**src/rtl/sram_ctrl_pkg.sv**
```systemverilog
package sram_ctrl_pkg;

  typedef enum logic [1:0] {ST_IDLE, ST_READ, ST_WRITE} seq_state_e;

  function automatic int imax(input int a, input int b);
    return (a > b) ? a : b;
  endfunction

  // Round a nanosecond limit up to whole clocks, never below one.
  function automatic int ns_to_cyc(input int ns, input int clk_ns);
    int c;
    c = (ns + clk_ns - 1) / clk_ns;
    return (c < 1) ? 1 : c;
  endfunction

  // Grade 0/1/2 = 45/55/70 ns parts.
  function automatic int t_cycle(input int g);
    return (g == 0) ? 45 : (g == 1) ? 55 : 70;
  endfunction
  function automatic int t_wpulse(input int g);
    return (g == 0) ? 35 : (g == 1) ? 40 : 50;
  endfunction
  function automatic int t_dsetup(input int g);
    return (g == 2) ? 30 : 25;
  endfunction
  function automatic int t_we_float(input int g);
    return (g == 0) ? 15 : 20;
  endfunction
  function automatic int t_release(input int g);
    return (g == 2) ? 25 : 20;
  endfunction

endpackage

```
**src/rtl/sram_seq.sv**
```systemverilog
module sram_seq
  import sram_ctrl_pkg::*;
#(
  parameter int CLK_NS = 8,
  parameter int GRADE  = 0,
  parameter int ADDR_W = 18,
  parameter int DATA_W = 8
) (
  input  logic              clk,
  input  logic              rst_n,
  input  logic              req,
  input  logic              we,
  input  logic [ADDR_W-1:0] addr,
  input  logic [DATA_W-1:0] wdata,
  output logic              ready,
  output logic [ADDR_W-1:0] sram_addr,
  output logic              cs_act,
  output logic              oe_act,
  output logic              we_act,
  output logic              drv_en,
  output logic [DATA_W-1:0] dq_out,
  output logic              rd_done
);

  localparam int RD_C  = ns_to_cyc(t_cycle(GRADE), CLK_NS);
  localparam int WC_C  = ns_to_cyc(t_cycle(GRADE), CLK_NS);
  localparam int WP_C  = ns_to_cyc(t_wpulse(GRADE), CLK_NS);
  localparam int DW_C  = ns_to_cyc(t_dsetup(GRADE), CLK_NS);
  localparam int WHZ_C = ns_to_cyc(t_we_float(GRADE), CLK_NS);
  localparam int HZ_C  = ns_to_cyc(t_release(GRADE), CLK_NS);
  localparam int DS_N  = WHZ_C;
  localparam int DS_T  = imax(WHZ_C, HZ_C);
  localparam int WL_N  = imax(WP_C, DS_N + DW_C);
  localparam int WL_T  = imax(WP_C, DS_T + DW_C);
  localparam int WT_N  = imax(WC_C, WL_N + 1);
  localparam int WT_T  = imax(WC_C, WL_T + 1);
  localparam int MAXC  = imax(RD_C, WT_T);
  localparam int CNT_W = $clog2(MAXC + 1);

  seq_state_e        state_q;
  logic [CNT_W-1:0]  cnt_q;
  logic [ADDR_W-1:0] addr_q;
  logic [DATA_W-1:0] wdata_q;
  logic              last_rd_q;
  logic              turn_q;

  logic              accept;
  logic              wr_done;
  logic [CNT_W-1:0]  ds, wl, wt_end;

  assign accept  = (state_q == ST_IDLE) && req;
  assign ds      = turn_q ? CNT_W'(DS_T) : CNT_W'(DS_N);
  assign wl      = turn_q ? CNT_W'(WL_T) : CNT_W'(WL_N);
  assign wt_end  = turn_q ? CNT_W'(WT_T - 1) : CNT_W'(WT_N - 1);
  assign rd_done = (state_q == ST_READ) && (cnt_q == CNT_W'(RD_C - 1));
  assign wr_done = (state_q == ST_WRITE) && (cnt_q == wt_end);

  always_ff @(posedge clk) begin
    if (!rst_n) begin
      state_q   <= ST_IDLE;
      cnt_q     <= '0;
      addr_q    <= '0;
      wdata_q   <= '0;
      last_rd_q <= 1'b0;
      turn_q    <= 1'b0;
    end else begin
      unique case (state_q)
        ST_IDLE: if (accept) begin
          state_q <= we ? ST_WRITE : ST_READ;
          cnt_q   <= '0;
          addr_q  <= addr;
          wdata_q <= wdata;
          turn_q  <= we && last_rd_q;
        end
        ST_READ: begin
          cnt_q <= cnt_q + 1'b1;
          if (rd_done) begin
            state_q   <= ST_IDLE;
            last_rd_q <= 1'b1;
          end
        end
        ST_WRITE: begin
          cnt_q <= cnt_q + 1'b1;
          if (wr_done) begin
            state_q   <= ST_IDLE;
            last_rd_q <= 1'b0;
          end
        end
        default: state_q <= ST_IDLE;
      endcase
    end
  end

  assign ready     = (state_q == ST_IDLE);
  assign cs_act    = (state_q != ST_IDLE);
  assign oe_act    = (state_q == ST_READ);
  assign we_act    = (state_q == ST_WRITE) && (cnt_q < wl);
  assign drv_en    = (state_q == ST_WRITE) && (cnt_q >= ds) && (cnt_q <= wl);
  assign sram_addr = addr_q;
  assign dq_out    = wdata_q;


  read_no_drive_chk: assert property (@(posedge clk) disable iff (!rst_n)
    oe_act |-> !drv_en && !we_act);


  strobe_first_float_chk: assert property (@(posedge clk) disable iff (!rst_n)
    $rose(we_act) |-> !drv_en);


  setup_before_rise_chk: assert property (@(posedge clk) disable iff (!rst_n)
    $fell(we_act) |-> drv_en && $past(drv_en));


  busy_addr_hold_chk: assert property (@(posedge clk) disable iff (!rst_n)
    (!ready && req && !rd_done && !wr_done) |=> $stable(sram_addr) && !ready);

endmodule

```
**src/rtl/sram_rdata_reg.sv**
```systemverilog
module sram_rdata_reg #(
  parameter int DATA_W = 8
) (
  input  logic              clk,
  input  logic              rst_n,
  input  logic              cap,
  input  logic [DATA_W-1:0] din,
  output logic [DATA_W-1:0] dout
);

  always_ff @(posedge clk) begin
    if (!rst_n)   dout <= '0;
    else if (cap) dout <= din;
  end


  rdata_hold_chk: assert property (@(posedge clk) disable iff (!rst_n)
    !cap |=> $stable(dout));

endmodule

```
**src/rtl/sram_async_ctrl.sv**
```systemverilog
module sram_async_ctrl #(
  parameter int CLK_NS = 8,
  parameter int GRADE  = 0,
  parameter int ADDR_W = 18,
  parameter int DATA_W = 8
) (
  input  logic              clk,
  input  logic              rst_n,
  input  logic              req,
  input  logic              we,
  input  logic [ADDR_W-1:0] addr,
  input  logic [DATA_W-1:0] wdata,
  output logic [DATA_W-1:0] rdata,
  output logic              ready,
  output logic [ADDR_W-1:0] sram_addr,
  output logic              sram_cs1_n,
  output logic              sram_cs2,
  output logic              sram_oe_n,
  output logic              sram_we_n,
  output logic [DATA_W-1:0] dq_out,
  output logic              dq_oe,
  input  logic [DATA_W-1:0] dq_in
);

  logic cs_act, oe_act, we_act, drv_en, rd_done;

  sram_seq #(
    .CLK_NS(CLK_NS), .GRADE(GRADE), .ADDR_W(ADDR_W), .DATA_W(DATA_W)
  ) u_seq (
    .clk(clk), .rst_n(rst_n), .req(req), .we(we), .addr(addr), .wdata(wdata),
    .ready(ready), .sram_addr(sram_addr), .cs_act(cs_act), .oe_act(oe_act),
    .we_act(we_act), .drv_en(drv_en), .dq_out(dq_out), .rd_done(rd_done)
  );

  sram_rdata_reg #(.DATA_W(DATA_W)) u_rdata (
    .clk(clk), .rst_n(rst_n), .cap(rd_done), .din(dq_in), .dout(rdata)
  );

  assign sram_cs1_n = ~cs_act;
  assign sram_cs2   = cs_act;
  assign sram_oe_n  = ~oe_act;
  assign sram_we_n  = ~we_act;
  assign dq_oe      = drv_en;


  no_oe_in_write_chk: assert property (@(posedge clk) disable iff (!rst_n)
    !sram_we_n |-> sram_oe_n);


  capture_in_window_chk: assert property (@(posedge clk) disable iff (!rst_n)
    rd_done |=> ready && sram_oe_n);

endmodule

```
**config.mk**
```make
export PLATFORM = sky130hd
export DESIGN_NAME = sram_async_ctrl
export DESIGN_NICKNAME = d
export VERILOG_FILES = /design/src/rtl/sram_ctrl_pkg.sv /design/src/rtl/sram_seq.sv /design/src/rtl/sram_rdata_reg.sv /design/src/rtl/sram_async_ctrl.sv
export SDC_FILE = /design/constraint.sdc
export NUM_CORES = 1
export LEC_CHECK = 0
export BUFFER_PORTS_ARGS = -buffer_cell sky130_fd_sc_hd__clkbuf_2
export CAP_MARGIN = 20
export CELL_PAD_IN_SITES_DETAIL_PLACEMENT = 0
export CELL_PAD_IN_SITES_GLOBAL_PLACEMENT = 1
export CORE_ASPECT_RATIO = 1.5
export CORE_MARGIN = 10
export CORE_UTILIZATION = 34
export CTS_CLUSTER_DIAMETER = 200
export CTS_CLUSTER_SIZE = 8
export DETAILED_ROUTE_END_ITERATION = 6
export HOLD_SLACK_MARGIN = 0.1
export PLACE_DENSITY_LB_ADDON = 0.08
export SYNTH_ARGS = -nofsm -noshare
export SYNTH_HDL_FRONTEND = slang
export SYNTH_SLANG_ARGS = --single-unit
```
**constraint.sdc**
```tcl
create_clock -name clk -period 3.4 [get_ports clk]
set_input_delay 0.17 -clock clk [delete_from_list [all_inputs] [get_ports clk]]
set_output_delay 0.17 -clock clk [all_outputs]
set_load 0.005 [all_outputs]
```
### Yosys cells after proc, flatten, opt, wreduce, memory -nomap -nowiden

Index checks and enable logic that the tools add are counted.

| word-level totals | value |
|---|---|
| flip-flop bits (word level) | 42 |
| input port bits | 38 |
| output and inout bits | 40 |
| word-level logic and storage cells | 49 |

| cells by class | value |
|---|---|
| $add $sub $neg | 1 |
| order comparisons | 3 |
| equal/unequal tests | 7 |
| mux-type cells | 12 |
| bitwise operators | 3 |
| reduce and logical (&&, ||, !) cells | 16 |

Operator list:

| operator | number |
|---|---|
| $mux W2 | 4 |
| $pmux W4 S2 | 1 |
| $logic_and A1 B1 Y1 | 7 |
| $ne A2 B1 Y1 const B | 3 |
| $pmux W2 S3 | 1 |
| $reduce_and A3 Y1 | 2 |
| $reduce_bool A2 Y1 | 3 |
| $add A4 B1 Y4 const B | 1 |
| $eq A4 B3 Y1 const B | 1 |
| $eq A4 B4 Y1 | 1 |
| $ge A4 B4 Y1 | 1 |
| $le A4 B4 Y1 | 1 |
| $lt A4 B4 Y1 | 1 |
| $mux W1 | 4 |
| $mux W4 | 1 |
| $reduce_and A2 Y1 | 2 |
| $not A1 Y1 | 3 |
| $eq A2 B1 Y1 const B | 1 |
| $eq A2 B2 Y1 const B | 1 |
| $logic_not A2 Y1 | 1 |
| $pmux W1 S2 | 1 |
| $reduce_or A2 Y1 | 1 |

### Longest topological paths before layout

Gate-level depths: netlist of run 1.

| depth | value |
|---|---|
| word-level depth | 5 |
| depth in mapped cells | 7 |
| mapped depth without buffers | 6 |

### Modules after synthesis

From an unflattened synthesis of run 1, not the netlist that was laid out.

| unflattened totals | value |
|---|---|
| cells, all modules | 205 |
| area, all modules | 1719.1 um2 |

Modules (own cells, without submodules):

| module | instances | cells each | area an instance (um2) | sequential area each (um2) |
|---|---|---|---|---|
| sram_seq | 1 | 177 | 1406.3 | 680.7 |
| sram_rdata_reg | 1 | 25 | 301.5 | 160.2 |
| sram_async_ctrl | 1 | 3 | 11.3 | 0.0 |

### Worst setup path before layout of run 1

OpenSTA, ideal clock, no wires.

| path | value |
|---|---|
| kind | register -> register |
| from | register u_seq.cnt_q[0] |
| to | register u_seq.state_q[1] |
| setup time | 114 ps |
| data arrival time | 1331 ps |
| data required time | 3286 ps |
| path slack | 1955 ps |
| cell stages (with the launch flop) | 7 |
| path buffers | 0 |
| period minus slack after synthesis | 1445 ps |
| path through | dfxtp_1 -> inv_1 -> ha_1 -> nand4b_1 -> a22oi_2 -> a21oi_1 -> a2bb2o_4 |

| between the ends | value |
|---|---|
| longest elaborated chain between the ends | 4 |
| elaborated cells between the ends (all ways) | 7 |
| classes of those cells | eq/ne: 4; reduce/logical: 3 |

RTL lines:

| what | RTL line | source |
|---|---|---|
| from (decl) | sram_seq.sv:41 | `logic [CNT_W-1:0] cnt_q;` |
| from (signal assigned) | sram_seq.sv:76 | `cnt_q <= cnt_q + 1'b1;` |
| from (signal assigned) | sram_seq.sv:83 | `cnt_q <= cnt_q + 1'b1;` |
| $eq A4 B4 Y1 / $eq A4 B3 Y1 (equally long branches) | sram_seq.sv:56, sram_seq.sv:55 |  |
| $logic_and A1 B1 Y1, on equally long branches | sram_seq.sv:56, sram_seq.sv:55 |  |
| $ne A2 B1 Y1 (no source line) | - |  |
| $reduce_and A3 Y1 (no source line) (*) | - |  |
| to (signal assigned) | sram_seq.sv:69 | `state_q <= we ? ST_WRITE : ST_READ;` |
| to (decl) | sram_seq.sv:40 | `seq_state_e state_q;` |

Every way passes the cells marked *; elsewhere a longest branch is shown, timed or not.
A chain may end at the register's enable or synchronous reset.

### Worst setup path in the final report of run 1

| path | value |
|---|---|
| from | register u_seq.cnt_q[0] |
| to | output port dq_oe |

| between the ends | value |
|---|---|
| longest elaborated chain between the ends | 3 |
| elaborated cells between the ends (all ways) | 4 |
| classes of those cells | order compare: 2; reduce/logical: 2 |

RTL lines:

| what | RTL line | source |
|---|---|---|
| $ge A4 B4 Y1 | sram_seq.sv:98 | `assign drv_en = (state_q == ST_WRITE) && (cnt_q >= ds) && (cnt_q <= wl);` |
| $logic_and A1 B1 Y1 | sram_seq.sv:98 |  |
| $logic_and A1 B1 Y1 (*) | sram_seq.sv:98 |  |
| to (decl) | sram_async_ctrl.sv:21 | `output logic dq_oe,` |

Marks and branches as above.

==> metrics.txt, run 1 <==
outcome completed; worst-margin pin slew 0.8833 ns; Synth area leaders dfxtp_1 (50%), nand2_1 (16%), a21oi_1 (12%), ha_1 (4.5%), inv_1 (1.8%); Worst path slowest cell dfxtp_1; htree depth 2; Finished Layout Cells 386; area of the multi-input gates 764.5 sq um; max-slew violation count 0; critical path's largest stage delay 0.41 ns; # resized after CTS 0; LEAKAGE 1.115 nW; Pre-Repair DR Iteration Count 3; syn nets 256; RSZ-0062 raised after global routing no; f_max 562.2 MHz; Hold Path Class primary input to flip-flop; starting density of the core 35.07%; worst hold margin 0.1047 ns; Ys Warns 0; DR iter-0 viols 52; VDD IR-drop max 0.2857 mV; n_diodes 0; total grt overflow 0; WS Path Type flip-flop to output port; first-pass GRT wire length 8.259 mm; sequential element share of the synthesized area 49.85%; clock skew 0.006814 ns; Yosys cell types 27; number of antenna violations at the first check in global routing 0; Vias 1707; Synth Area per Inst 7.956 sq um; Filler Cells Inserted 503; largest net degree at the start of global routing 28; critical-path cell list inv_1, ha_1, nand2b_1, a21oi_1, nor3b_1, clkbuf_2; layout cell share with drive strength beyond 1 28.13%; TritonCTS Sinks 42; crit path capture type output port; Worst-path clk slew 0.08 ns; Final period util 52.31%; register area 840.8 sq um; Rel. slew slack 40.97%; post-route ant nets 0; Final Util 52.50%; CTS root buf clkbuf_8; setup TNS 0 ns; TritonCTS clock tree built; Detailed Route WL 4.965 mm; Post-CTS Hold Buffers 32; Syn Inst Count 212; Die ar. 8236 sq um; fin crit period 1.779 ns; TritonCTS buffer count 5; Post-Syn Area 1687 sq um; Post-CTS Setup Inserts 0; Buf/Inv on CP 2; Placed Instances 346; GRT Overall Usage 12.10%; Req. time, crit path 3.23 ns; CP startpoint kind flip-flop; top-area cell type share of the netlist area 49.85%; vias in the first global route 1728; Max clock buf depth 2; synthesis-stage register bit count 42; Crit path arrival time 1.61 ns; routed vias/inst 4.422; # DRC 0; Final Hold Viols 0; area leader, netlist dfxtp_1; Max Cap Viol 0; # nets final 363; Top delay family on crit path flip-flops; die height 106.3 microns; pwr dens 415.2 nW/um^2; gp weighted congestion 0.7402; CORE AREA 4810 sq um; DPL Wire Length 3.592 mm; detailed-route wire length per cell 12.86 microns; worst skew pair latency 0.29 ns; Port Buf Inserts 77; I/O pin count 78; # setup viols final 0; Area Overhead vs Synth 49.70%; chip width 77.51 microns; Core Rows 31; CP max FO 5
## state kept, by name (all words and copies together) (netlist names)
name and count:
u_seq.state_q 2, u_seq.dq_out 8, u_seq.cnt_q 4, u_seq.last_rd_q 1
u_seq.turn_q 1, u_seq.sram_addr 18, u_rdata.dout 8
## cell type report
type / instances / area share, %
timing repair buffer: 111 / 28.54
sequential: 42 / 33.30
inverter: 8 / 1.189
clock buffer: 6 / 2.874
multi-input combinational: 151 / 30.28
tap: 66 / 3.271
clock inverter: 2 / 0.5451
## layer usage
metal	wire (microns)	vias to the layer above	global-route usage (%)
met5	0	-	0
met4	75	0	4.319
met3	315	8	4.469
met2	2429	50	20.86
met1	2145	746	13.25
li1	-	903	-
## worst reg2reg max path, cell delays in order (launching register included)
cell and delay [ns]:
dfxtp_1 0.35, inv_1 0.07, ha_1 0.26, nand2_1 0.67, nand2_1 0.13, a21oi_1 0.16
## through the flow
stage / area [sq um] / power (mW) / worst slack [ns]
finish: 2525 / 1.048 / 1.621
global route: 2525 / 1.112 / 1.442
CTS: 2525 / 1.071 / 1.587
detailed placement: 2118 / 0.7236 / 1.673
global placement: 2118 / 0.7241 / 1.713
floorplan: 1687 / 0.6463 / 1.955
## Yosys cell counts, drive strengths merged
| master | n |
|---|---|
| nand2 | 74 |
| dfxtp | 42 |
| a21oi | 41 |
| inv | 8 |
| buf | 7 |
| ha | 6 |
| nand3 | 5 |
| clkbuf | 4 |
| nand2b | 3 |
| nor2 | 3 |
| o21ai | 3 |
| a22oi | 2 |
| nor2b | 2 |
| nor3 | 2 |
| a2bb2o | 1 |
| a2bb2oi | 1 |
| a311oi | 1 |
| and2 | 1 |
| nand3b | 1 |
| nand4b | 1 |
| nor3b | 1 |
| o2bb2ai | 1 |
| or2 | 1 |
| or2b | 1 |
## cell families (layout without fill, tap and decap cells)
| logic type | Yosys count | count (layout) | share of synthesized area [%] |
|---|---|---|---|
| buf+inv | 19 | 127 | 4.821 |
| simple gates | 95 | 95 | 23.89 |
| fa+ha+maj | 6 | 6 | 4.451 |
| flops | 42 | 42 | 49.85 |
| compound gates | 50 | 50 | 16.99 |
## power by group
group          switching (mW)  leakage [nW]  internal, mW
clock network           0.167        0.0452         0.145
registers              0.0167         0.343         0.521
logic                   0.102         0.727        0.0972
## worst paths after layout
path | start | to | slack (ns) | cells past startpoint
max reg2reg | u_seq.state_q[0] | u_seq.sram_addr[4] | 1.69 | 5
min reg2reg | u_rdata.dout[2] | u_rdata.dout[2] | 0.45 | 2
min | addr[14] | u_seq.sram_addr[14] | 0.10 | 3
max | u_seq.cnt_q[0] | dq_oe | 1.62 | 6
## layout by cell type, fill, tap and decap left out, types with 5 or more instances in the layout
master,synthesis,layout
dfxtp_1,42,42
dlygate4sd3_1,0,32
nand2_1,74,74
inv_1,8,8
nand3_1,5,5
a21oi_1,41,41
ha_1,6,6
clkbuf_8,0,5
clkbuf_2,0,77
(Power assumes the default switching activity.)
==> run 2: changes to the inputs <==
--- a/config.mk
+++ b/config.mk
@@ -11,7 +11,7 @@
 export CELL_PAD_IN_SITES_GLOBAL_PLACEMENT = 1
 export CORE_ASPECT_RATIO = 1.5
 export CORE_MARGIN = 10
-export CORE_UTILIZATION = 34
+export CORE_UTILIZATION = 29
 export CTS_CLUSTER_DIAMETER = 200
 export CTS_CLUSTER_SIZE = 8
 export DETAILED_ROUTE_END_ITERATION = 6
==> constraint.sdc (replaced) <==
create_clock -name clk -period 1.6 [get_ports clk]
set_input_delay 0.08 -clock clk [delete_from_list [all_inputs] [get_ports clk]]
set_output_delay 0.08 -clock clk [all_outputs]
set_load 0.005 [all_outputs]
==> metrics.txt, run 2 (same netlist as run 1, synthesis figures left out) <==
Area Overhead vs Synth 59.27%; f_max 655.6 MHz; WL met3 651 microns (+110%); DPL Wire Length 3.828 mm (+6.6%); share of power burned in combinational logic 19.4% (+0.4 points); n_diodes 0 (unchanged); # nets final 374 (+3.0%); Max clock buf depth 2 (unchanged); routed vias/inst 4.447 (+0.55%); Final Util 46.78% (-5.7 points); Pint 1.814 mW (+140%); TritonCTS Sinks 42 (unchanged); WS Path Type flip-flop to output port; TritonCTS buffer count 5 (unchanged); most frequent cells in the layout clkbuf_2 (76), nand2_1 (74), dfxtp_1 (42); Crit path arrival time 1.45 ns (-0.16 ns); first-pass GRT wire length 8.728 mm (+5.7%); worst-margin pin slew 0.3534 ns (-0.5299 ns); VDD IR-drop max 0.4017 mV (+41%); LEAKAGE 1.179 nW (+5.7%); met2 WL 2.453 mm (+0.99%); chip width 82.27 microns (+6.1%); setup TNS 0 ns (unchanged); placed cell areas 2191 sq um (+3.4%); Final Hold Viols 0 (unchanged); worst skew pair latency 0.29 ns (about the same); pwr dens 910.3 nW/um^2 (+120%); Final Cell Area 2686 sq um (+6.4%); power consumption 2.445 mW (+130%); gp weighted congestion 0.7484 (+1.1%); Final period util 95.34%; CP startpoint kind flip-flop; CP max FO 3 (-2); Filler Cells Inserted 597 (+19%); outcome completed; post-route ant nets 0 (unchanged); TritonCTS clock tree built; number of antenna violations at the first check in global routing 0 (unchanged); Vias 1792 (+5.0%); Post-CTS Setup Inserts 0 (unchanged); CORE AREA 5743 sq um (+19%); Core Rows 34 (+9.7%); clock skew 0.009225 ns (+0.002411 ns); max FFs per register 18 (unchanged); M1 WL 2.069 mm (-3.5%); Port Buf Inserts 77 (unchanged); DR top layer met4; RSZ-0062 raised after global routing no; commonest non-fill, non-tap cell in the layout clkbuf_2; Max Cap Viol 0 (unchanged); Rel. slew slack 76.44% (+35 points); detailed-route wire length per cell 12.96 microns (+0.76%); Reg power frac 46.6% (-4.7 points); FF-to-FF setup slack 0.15 ns (-1.54 ns); crit path capture type output port; switching power of the nets 0.6312 mW (+120%); switching fraction of total power 25.81% (-1.4 points); # setup viols final 0 (unchanged); I/O pin count 78 (unchanged); Die ar. 9329 sq um (+13%); die height 113.4 microns (+6.7%); Detailed Route WL 5.223 mm (+5.2%); total grt overflow 0 (unchanged); largest net degree at the start of global routing 28 (unchanged); Req. time, crit path 1.52 ns (-1.71 ns); # DRC 0 (unchanged); htree depth 2 (unchanged); Hold Path Class primary input to flip-flop; DR iter-0 viols 34 (-35%); Clk pwr share 34.0% (+4.3 points); max-slew violation count 0 (unchanged); starting density of the core 29.37% (-5.7 points); CTS root buf clkbuf_8; Pre-Repair DR Iteration Count 4 (+1); fin crit period 1.525 ns; GRT Overall Usage 11.48% (-0.62 points); vias in the first global route 1845 (+6.8%); Worst-path clk slew 0.07 ns (about the same); layout cell share with drive strength beyond 1 30.82% (+2.7 points)
[run 2: per-stage QoR]
| stage | setup WS (ns) | cells | hold slack (ns) |
|---|---|---|---|
| 2_1_floorplan | 0.1547 | 212 | 0.1677 |
| 4_1_cts | 0.03936 | 403 | 0.2805 |
| 3_5_place_dp | 0.1325 | 359 | 0.3054 |
| 3_3_place_gp | 0.1510 | 359 | 0.3061 |
| 6_report | 0.07460 | 403 | 0.2821 |
| 5_1_grt | 0.01046 | 403 | 0.3277 |
[run 2: critical path: stages, from the launching register on]
cell and delay (ns):
dfxtp_1 0.31, inv_1 0.11, ha_4 0.22, nand2b_1 0.14, a21oi_1 0.19, nor3b_2 0.06, buf_2 0.13
[run 2: repair_timing]
action | 4_1_cts | 5_1_grt
pin swaps | 1 | 0
setup endpoints to repair | 1 | 6
gates cloned | 0 | 0
resized for setup | 2 | 4
hold buffers | 36 | 0
endpoints found under the hold margin | 36 | 0
[run 2: layout make-up]
type                    instances  area [sq um]  share of cell area, %
well taps                      72         90.09                  3.354
multi-input cells             151         789.5                  29.39
inverters                       8         30.03                  1.118
clock inverters                 2         37.54                  1.397
clock buffers                   6         72.57                  2.701
flip-flops and latches         42         840.8                  31.30
repair buffers                122         825.8                  30.74
[run 2: worst paths after layout]
check,endpoint,startpoint,depth (start not counted)
setup / recovery,dq_oe,u_seq.cnt_q[0],6
hold / removal,u_seq.cnt_q[2],req,5
setup reg to reg,u_seq.state_q[1],u_seq.cnt_q[0],6
hold reg to reg,u_seq.dq_out[1],u_seq.dq_out[1],2
[run 2: power by group through the flow]
stage | Combinational [mW] | Clock (mW) | Sequential, mW
6_report | 0.474 | 0.832 | 1.14
5_1_grt | 0.537 | 0.906 | 1.15
4_1_cts | 0.484 | 0.875 | 1.14
3_5_place_dp | 0.410 | 0 | 1.16
3_3_place_gp | 0.412 | 0 | 1.16
2_1_floorplan | 0.205 | 0 | 1.17
[run 2: layer usage]
metal,track usage (%),vias up
li1,-,926
met1,12.58,800
met2,18.53,62
met3,5.669,4
met4,3.986,0
met5,0,-
==> run 3: changes to the inputs <==
--- a/config.mk
+++ b/config.mk
@@ -11,7 +11,7 @@
 export CELL_PAD_IN_SITES_GLOBAL_PLACEMENT = 1
 export CORE_ASPECT_RATIO = 1.5
 export CORE_MARGIN = 10
-export CORE_UTILIZATION = 29
+export CORE_UTILIZATION = 34
 export CTS_CLUSTER_DIAMETER = 200
 export CTS_CLUSTER_SIZE = 8
 export DETAILED_ROUTE_END_ITERATION = 6
==> constraint.sdc (replaced) <==
create_clock -name clk -period 1.9 [get_ports clk]
set_input_delay 0.095 -clock clk [delete_from_list [all_inputs] [get_ports clk]]
set_output_delay 0.095 -clock clk [all_outputs]
set_load 0.005 [all_outputs]
==> metrics.txt, run 3 (same netlist as run 1, synthesis figures left out) <==
worst skew pair latency 0.29 ns (about the same); worst hold margin 0.1097 ns (-0.1725 ns); CP max FO 5 (+2); largest net degree at the start of global routing 28 (unchanged); worst-margin pin slew 0.5121 ns (+0.1586 ns); layout cell share with drive strength beyond 1 28.53% (-2.3 points); pwr dens 737.2 nW/um^2 (-19%); Max clock buf depth 2 (unchanged); outcome completed; chip width 77.51 microns (-5.8%); TritonCTS buffer count 5 (unchanged); Pre-Repair DR Iteration Count 4 (unchanged); max-slew violation count 0 (unchanged); Die ar. 8236 sq um (-12%); TritonCTS clock tree built; die height 106.3 microns (-6.3%); CP startpoint kind flip-flop; f_max 592.6 MHz; DR iter-0 viols 76 (+120%); clock skew 0.005583 ns (-0.003643 ns); Req. time, crit path 1.80 ns (+0.28 ns); gp weighted congestion 0.7270 (-2.9%); Vias 1753 (-2.2%); Worst-path clk slew 0.08 ns (about the same); total grt overflow 0 (unchanged); commonest non-fill, non-tap cell in the layout clkbuf_2; Filler Cells Inserted 509 (-15%); GRT Overall Usage 12.61% (+1.1 points); DPL Wire Length 3.708 mm (-3.1%); fin crit period 1.687 ns; routed vias/inst 4.472 (+0.57%); crit path capture type output port; WS Path Type flip-flop to output port; setup TNS 0 ns (unchanged); # DRC 0 (unchanged); register area 840.8 sq um (unchanged); n_diodes 0 (unchanged); TritonCTS Sinks 42 (unchanged); htree depth 2 (unchanged); first-pass GRT wire length 8.576 mm (-1.7%); vias in the first global route 1778 (-3.6%); detailed-route wire length per cell 13.13 microns (+1.3%); LEAKAGE 1.142 nW (-3.1%); # nets final 369 (-1.3%); Final Hold Viols 0 (unchanged); I/O pin count 78 (unchanged); Placed Instances 349 (-2.8%); Core Rows 31 (-8.8%); placed cell areas 2141 sq um (-2.3%); CORE AREA 4810 sq um (-16%); Detailed Route WL 5.147 mm (-1.5%); area of the multi-input gates 764.5 sq um (-3.2%); post-route ant nets 0 (unchanged); # resized after CTS 0 (-2); max FFs per register 18 (unchanged); Rel. slew slack 65.74% (-11 points); CTS root buf clkbuf_8; Crit path arrival time 1.59 ns (+0.14 ns); Post-CTS Setup Inserts 0 (unchanged); VDD IR-drop max 0.4525 mV (+13%); number of antenna violations at the first check in global routing 0 (unchanged); Max Cap Viol 0 (unchanged); Post-CTS Hold Buffers 35 (-2.8%); Final Cell Area 2577 sq um (-4.1%); Final period util 88.81%; # setup viols final 0 (unchanged); Finished Layout Cells 392 (-2.7%); Port Buf Inserts 77 (unchanged); Hold Path Class primary input to flip-flop; RSZ-0062 raised after global routing no; Area Overhead vs Synth 52.82%; starting density of the core 35.07% (+5.7 points); Final Util 53.59% (+6.8 points); most frequent cells in the layout clkbuf_2 (77), nand2_1 (74), dfxtp_1 (42)
==> run 3: layer usage <==
layer / routed length [microns] / share of wire [%] / global-route usage, % / up-vias
li1: - / - / - / 918
met3: 375 / 7.3 / 4.890 / 7
met2: 2588 / 50 / 21.52 / 52
met5: 0 / 0 / 0 / -
met1: 2084 / 40 / 13.83 / 776
met4: 99 / 1.9 / 4.581 / 0
==> run 3: worst max-delay path, cell delays in order (launching register included) <==
cell and delay, ns:
dfxtp_1 0.40, inv_1 0.08, ha_1 0.31, nand2b_1 0.11, a21oi_1 0.06, nor3b_1 0.20
clkbuf_2 0.14
==> run 3: final timing paths <==
check | startpoint | endpoint | slack [ns] | cells after the start
setup / recovery | u_seq.cnt_q[0] | dq_oe | 0.21 | 6
hold / removal | rst_n | u_seq.cnt_q[3] | 0.11 | 3
setup reg to reg | u_seq.cnt_q[0] | u_seq.state_q[1] | 0.29 | 6
hold reg to reg | u_rdata.dout[0] | u_rdata.dout[0] | 0.45 | 2
==> run 3: final cells by class <==
cell class	instances	area share, %
multi-input combinational	151	29.66
clock buffer	6	2.816
inverter	8	1.165
tap	66	3.204
sequential	42	32.62
clock inverter	2	0.5340
timing repair buffer	117	30.00
==> run 3: power breakdown <==
part / internal (mW) / switching [mW]
Combinational: 0.185 / 0.185
Clock: 0.259 / 0.308
Sequential: 0.932 / 0.0294
Total: 1.38 / 0.523
==> run 3: stage by stage <==
stage	power, mW	setup WS [ns]
global placement	1.301	0.3538
global route	2.026	0.005578
CTS	1.932	0.1741
detailed placement	1.304	0.2833
floorplan	1.156	0.4547
finish	1.900	0.2125
